[config.mk]
export PLATFORM = sky130hd
export DESIGN_NAME = crc16_aug_engine
export DESIGN_NICKNAME = d
export VERILOG_FILES = /design/src/rtl/crc16_aug_engine.sv
export SDC_FILE = /design/constraint.sdc
export NUM_CORES = 1
export LEC_CHECK = 0
export BUFFER_PORTS_ARGS = -buffer_cell sky130_fd_sc_hd__buf_4
export CORE_ASPECT_RATIO = 0.8
export CORE_UTILIZATION = 50
export DETAILED_ROUTE_END_ITERATION = 6
export PLACE_DENSITY = 0.85
export SETUP_SLACK_MARGIN = 0.1
export SLEW_MARGIN = 20
export SYNTH_ARGS = -nofsm -noshare
export SYNTH_HDL_FRONTEND = slang
export SYNTH_SLANG_ARGS = --single-unit
[constraint.sdc]
create_clock -name clk -period 2.3 [get_ports clk]
set_input_delay 0 -clock clk [delete_from_list [all_inputs] [get_ports clk]]
set_output_delay 0 -clock clk [all_outputs]
set_load 0.05 [all_outputs]
[src/rtl/crc16_aug_engine.sv]
module crc16_aug_engine #(
  parameter logic [15:0] POLY_A = 16'h1021,
  parameter logic [15:0] POLY_B = 16'h8005,
  parameter int          FLUSH_BYTES = 2
) (
  input  logic       clk,
  input  logic       rst_n,
  input  logic       clear_i,
  input  logic       poly_sel_i,
  input  logic       in_valid_i,
  input  logic [7:0] in_data_i,
  output logic       in_ready_o,
  input  logic       finish_i,
  output logic       done_o,
  output logic [7:0] crc_hi_o,
  output logic [7:0] crc_lo_o,
  output logic       zero_o
);
  localparam int CW = $clog2(FLUSH_BYTES + 1);

  function automatic logic [15:0] byte_step(input logic [15:0] c, input logic [7:0] d,
                                            input logic [15:0] p);
    logic [15:0] r;
    logic        out_bit;
    r = c;
    for (int i = 7; i >= 0; i--) begin
      out_bit = r[15];
      r = {r[14:0], d[i]};
      if (out_bit) r = r ^ p;
    end
    return r;
  endfunction

  logic [15:0] crc_q;
  logic        poly_q, zero_q, done_q;
  logic [CW-1:0] flush_q;

  logic        accept;
  logic [15:0] poly_use, base, byte_next, flush_next;

  assign in_ready_o = (flush_q == '0);
  assign accept     = in_valid_i && in_ready_o;
  assign poly_use   = (clear_i ? poly_sel_i : poly_q) ? POLY_B : POLY_A;
  assign base       = clear_i ? 16'h0000 : crc_q;
  assign byte_next  = byte_step(base, in_data_i, poly_use);
  assign flush_next = byte_step(crc_q, 8'h00, poly_q ? POLY_B : POLY_A);

  always_ff @(posedge clk or negedge rst_n) begin
    if (!rst_n) begin
      crc_q   <= '0;
      poly_q  <= 1'b0;
      zero_q  <= 1'b1;
      done_q  <= 1'b0;
      flush_q <= '0;
    end else if (clear_i) begin
      poly_q  <= poly_sel_i;
      done_q  <= 1'b0;
      flush_q <= '0;
      if (accept) begin
        crc_q  <= byte_next;
        zero_q <= (byte_next == 16'h0000);
      end else begin
        crc_q  <= '0;
        zero_q <= 1'b1;
      end
    end else begin
      done_q <= 1'b0;
      if (flush_q != '0) begin
        crc_q   <= flush_next;
        flush_q <= flush_q - 1'b1;
        if (flush_q == CW'(1)) done_q <= 1'b1;
      end else begin
        if (accept) begin
          crc_q  <= byte_next;
          zero_q <= (byte_next == 16'h0000);
        end
        if (finish_i) flush_q <= CW'(FLUSH_BYTES);
      end
    end
  end

  assign crc_hi_o = crc_q[15:8];
  assign crc_lo_o = crc_q[7:0];
  assign zero_o   = zero_q;
  assign done_o   = done_q;
endmodule


* Yosys cells after proc, flatten, opt, wreduce, memory -nomap -nowiden
Cells that the tools add are included.
Word-level totals: register bits 21, input bits 14
Operators by class: add/sub/neg operators 1, eq/ne operators 2, mux-type cells 34, bitwise operators 16, reductions and logical operators 8
Operators by type and width (count):
- 2-to-1 mux 16 bit | 23
- bitwise XOR 16 bit | 16
- logical NOT 16 bit | 1
- 2-to-1 mux 1 bit | 8
- 2-to-1 mux 2 bit | 3
- nonzero test 3 bit | 2
- nonzero test 2 bit | 2
- equality test 2 x 1 -> 1 bit (second input constant) | 1
- logical NOT 2 bit | 1
- inequality test 2 bit (second input constant) | 1
- AND reduction 2 bit | 1
- subtractor 2 x 1 -> 2 bit (second input constant) | 1
- logical AND 1 bit | 1

* Longest topological paths before layout
depth after elaboration 22, gate-level depth with buffers 8, depth with buffers taken out 8

* Worst setup path after synthesis
Ideal clock, no wire load.
path type reg2reg, start reg crc_q[12], end reg zero_q (netlist: zero_o), data arrival time 2241 ps, required time 2203 ps, slack -38 ps, stages on the path, launching flop included 9, path buffers 1, period minus slack after synthesis 2338 ps, cells stage by stage dfrtp_1 -> buf_6 -> xnor2_4 -> xnor3_1 -> a21oi_2 -> nor4_1 -> nor4_2 -> nand4_1 -> o41ai_2
Between the ends: word-level cells in the longest chain between the ends 20, elaborated cells between the ends (all ways) 21, classes of those cells mux: 13; bitwise: 7; reduce/logical: 1
Ends and longest elaborated chain:
- from (decl) | line 34 | logic [15:0] crc_q;
- from (signal assigned) | line 60 | crc_q <= byte_next;
- from (signal assigned) | line 69 | crc_q <= flush_next;
- from (signal assigned) | line 74 | crc_q <= byte_next;
- 2-to-1 mux 16 bit (*) | line 44 | assign base = clear_i ? 16'h0000 : crc_q;
- bitwise XOR 16 bit | line 29 | if (out_bit) r = r ^ p;
- 2-to-1 mux 16 bit (*) | line 29
- bitwise XOR 16 bit | line 29
- 2-to-1 mux 16 bit (*) | line 29
- bitwise XOR 16 bit | line 29
- 2-to-1 mux 16 bit (*) (2 in a row) | line 29
- bitwise XOR 16 bit | line 29
- (+3 left out)
- bitwise XOR 16 bit | line 29
- 2-to-1 mux 16 bit (*) | line 29
- bitwise XOR 16 bit | line 29
- 2-to-1 mux 16 bit (*) | line 29
- logical NOT 16 bit (*) | line 61, 75
- 2-to-1 mux 1 bit | line 73 | if (accept) begin
- 2-to-1 mux 1 bit | line 68 | if (flush_q != '0) begin
- 2-to-1 mux 1 bit (*) | line 55 | end else if (clear_i) begin
- to (signal assigned) | line 61 | zero_q <= (byte_next == 16'h0000);
- to (signal assigned) | line 75 | zero_q <= (byte_next == 16'h0000);
- to (decl) | line 35 | logic poly_q, zero_q, done_q;
Every way passes the cells marked *; elsewhere a longest branch is shown, timed or not. The select of a mux whose other input is x is not followed. A chain may end at the register's enable or synchronous reset.

* Worst setup path in the final report
start reg crc_q[15], end reg zero_q (netlist: zero_o)
Between the ends: word-level cells in the longest chain between the ends 20, elaborated cells between the ends (all ways) 21, classes of those cells mux: 13; bitwise: 7; reduce/logical: 1
Ends and longest elaborated chain (line):
- 2-to-1 mux 16 bit (*) | 44
- 2-to-1 mux 16 bit (*) | 29
- bitwise XOR 16 bit | 29
- 2-to-1 mux 16 bit (*) | 29
- bitwise XOR 16 bit | 29
- 2-to-1 mux 16 bit (*) | 29
- bitwise XOR 16 bit | 29
- 2-to-1 mux 16 bit (*) | 29
- (+4 left out)
- bitwise XOR 16 bit | 29
- 2-to-1 mux 16 bit (*) | 29
- bitwise XOR 16 bit | 29
- 2-to-1 mux 16 bit (*) | 29
- logical NOT 16 bit (*) | 61, 75
- 2-to-1 mux 1 bit | 73
- 2-to-1 mux 1 bit | 68
- 2-to-1 mux 1 bit (*) | 55
Marks and branches as above.

==> flow_metrics.py <==
metrics = {
    "sta": {
        "finalCritPeriodShare": 0.937,
        "min_period_ps": 2150,
        "finalClockSkew_ps": 5.61,
        "slew_headroom": 0.704,
        "grt_setup_unrepaired": "true",
        "setup_viol": 0,
        "drv_slew": 0,
        "fin_setup_tns_ps": 0,
        "tightest_slew_ps": 442,
        "hold_viol": 0,
        "timing.fmax_mhz": 464,
    },
    "finish": {
        "final_core_util": 0.662,
        "diodes": 0,
        "nFillCells": 294,
        "drive_above_1_share": 0.347,
        "final_common_cell": "buf_4",
        "area_growth_pct": 23.7,
        "most-common-layout-cells": "51 x buf_4, 22 x xnor2_1, 22 x nor2_1",
        "finalNonFillerCells": 287,
        "fin_nets": 263,
    },
    "die": {
        "row_count": 19,
        "die-width_um": 70.4,
        "coreArea_mm2": 0.00349,
        "die_y_um": 56.7,
        "die_area_mm2": 0.00399,
        "initial_core_util": 0.535,
        "ios": 33,
    },
    "worst_setup_path": {
        "cp-start-kind": "register",
        "cp_max_fo": 6,
        "crit_chain": "xnor2_4 > mux2_2 > or2b_2 > o211ai_1 > nor4_2 > nand4_1 > o41ai_2",
        "criticalPathCategory": "reg2reg",
        "required_ps": 2480,
        "crit_path_top_delay_cell": "dfrtp_2",
        "crit_path_end_kind": "register",
        "cpLargestDelayFamily": "simple AND/OR/NAND/NOR gates",
        "crit_buf_inv": 0,
        "crit_arrival_ps": 2340,
        "max_stage_delay_ps": 520,
    },
    "placed_design": {
        "port_buffers": 32,
        "hpwl_um": 3540,
        "gp_congestion": 0.946,
        "dp_cells": 270,
    },
    "yosys": {
        "ys_seq_area_frac": 0.282,
        "yosysTopAreaCell": "dfrtp_1",
        "yosysWarnings": 0,
        "async_reset_ff_frac": 1.00,
        "syn_avg_cell_area_um2": 9.26,
        "synth_seq_cells": 21,
        "synthCells": 202,
        "yosysUniqueCellTypes": 55,
        "synth-main-ff-cell": "dfrtp_1",
        "syn_area_mm2": 0.00187,
        "synth-edff-count": 0,
        "synth_fp_nets": 219,
        "ys_top_cells_by_area": "dfrtp_1 27%, xnor2_1 11%, nor2_1 4.4%, a211oi_1 4.0%, xor2_1 3.7%",
        "synth_top_area_share": 0.268,
    },
    "power_and_ir_drop": {
        "p_clk_frac": 0.073,
        "p_comb_frac": 0.714,
        "p_leak_nw": 0.998,
        "vdd_drop_max_uv": 780,
        "power.density_mw_per_mm2": 1540,
        "swShare": 0.503,
        "switchingPower_mw": 1.79,
        "p_int_mw": 1.77,
        "sequentialPowerShare": 0.213,
    },
    "clocking": {
        "cts_tree": "built",
        "cts-root-buf": "clkbuf_8",
        "cts-htree-levels": 1,
        "cts_buffers": 3,
        "clk_pin_slew_ps": 90,
        "max-clock-path-buffers": 2,
        "insertion_delay_ps": 270,
        "cts_sinks": 21,
    },
    "hold_path": {
        "hp-class": "in2reg",
    },
    "drt": {
        "vias": 1730,
        "drt_iter0_markers": 136,
        "drc": 0,
        "wire_per_inst_um": 17.4,
        "finalWirelength_um": 5000,
        "ant_nets": 0,
        "drtPass1Iterations": 4,
        "vias_per_cell": 6.03,
    },
    "global_route": {
        "grt_overflow": 0,
        "grt_pass1_wl_um": 7950,
        "grt_max_degree": 34,
        "grt_usage": 0.258,
        "grt_pass1_vias": 1583,
        "antenna_found_initial": 0,
    },
    "status": {
        "status": "completed",
    },
    "run": {
        "drv_cap": 0,
    },
}
==> power by group through the flow <==
stage	Sequential (mW)	Clock, mW	Combinational [mW]
floorplan	1.02	0	1.47
global placement	0.751	0	2.22
detailed placement	0.761	0	2.25
CTS	0.754	0.266	2.26
global route	0.780	0.277	2.70
finish	0.755	0.261	2.54
==> layer usage <==
layer,track usage,up-vias,share of wire
met5,0,-,0
met4,0.0486,0,0.0078
met3,0.0700,8,0.092
met2,0.393,94,0.45
met1,0.368,831,0.45
li1,-,797,-
==> per-stage QoR <==
stage	hold slack, ps	power, mW	instance area, um2	worst slack [ps]
2_1_floorplan	-296	2.50	1890	105
3_3_place_gp	-93.0	2.97	2120	132
3_5_place_dp	-87.7	3.01	2120	106
4_1_cts	49.6	3.28	2190	104
5_1_grt	51.4	3.76	2310	53.0
6_report	55.6	3.55	2310	145
==> worst paths after layout <==
kind	depth (start not counted)	to	start	slack, ps
max	7	zero_o	crc_q[15]	150
min	3	zero_o	in_data_i[5]	60
max reg2reg	7	zero_o	crc_q[15]	150
min reg2reg	2	flush_q[0]	flush_q[0]	570
max in group asynchronous	2	zero_o	rst_n	1870
min in group asynchronous	2	crc_q[1]	rst_n	150
==> synthesized netlist by cell type (all sizes together), types with 2 or more instances <==
library cell	instances
xnor2	29
nor2	22
dfrtp	20
nand2	11
a211oi	10
o21ai	10
a21oi	9
clkbuf	9
xor2	8
buf	6
inv	6
nor2b	6
mux2i	5
a31oi	3
ha	3
mux2	3
nor3	3
o211ai	3
a21o	2
nand2b	2
nand4	2
nor4	2
o21a	2
o22ai	2
o32ai	2
==> timing repair <==
action / CTS / global route
resized for setup: 0 / 8
hold buffers: 2 / 0
setup buffers: 0 / 11
endpoints found under the setup margin: 0 / 2
endpoints found under the hold margin: 22 / 0
==> cell families (layout without fill, tap and decap cells) <==
family	after synthesis	after routing	synth area share
adders and majority gates	3	3	0.0201
muxes	8	8	0.0448
and+or+nand+nor	59	59	0.167
xor gates and xnor gates	38	38	0.211
buffers and inverters	21	64	0.0809
DFF	21	21	0.282
AOI/OAI and AO/OA	52	52	0.194
==> registers in the layout (all words and copies together), names as in the netlist <==
| signal | count |
|---|---|
| zero_o | 1 |
| poly_q | 1 |
| done_o | 1 |
| crc_q | 16 |
| flush_q | 2 |
==> cell type report <==
type | instances | area (um2) | share of cell area
Clock buffer | 3 | 41.3 | 0.0178
Tap cell | 42 | 52.6 | 0.0227
Multi-Input combinational cell | 160 | 1250 | 0.539
Sequential cell | 21 | 537 | 0.232
Timing Repair Buffer | 54 | 408 | 0.176
Clock inverter | 1 | 5.00 | 0.00216
Inverter | 6 | 22.5 | 0.00973
==> worst min-delay path, delay by kind of cell <==
kind	cells	cell delay, ps
AND/OR/NAND/NOR	1	150
buffers and inverters	1	120
AO/OA/AOI/OAI	1	70
No activity file was read; power rests on OpenSTA's default activity.
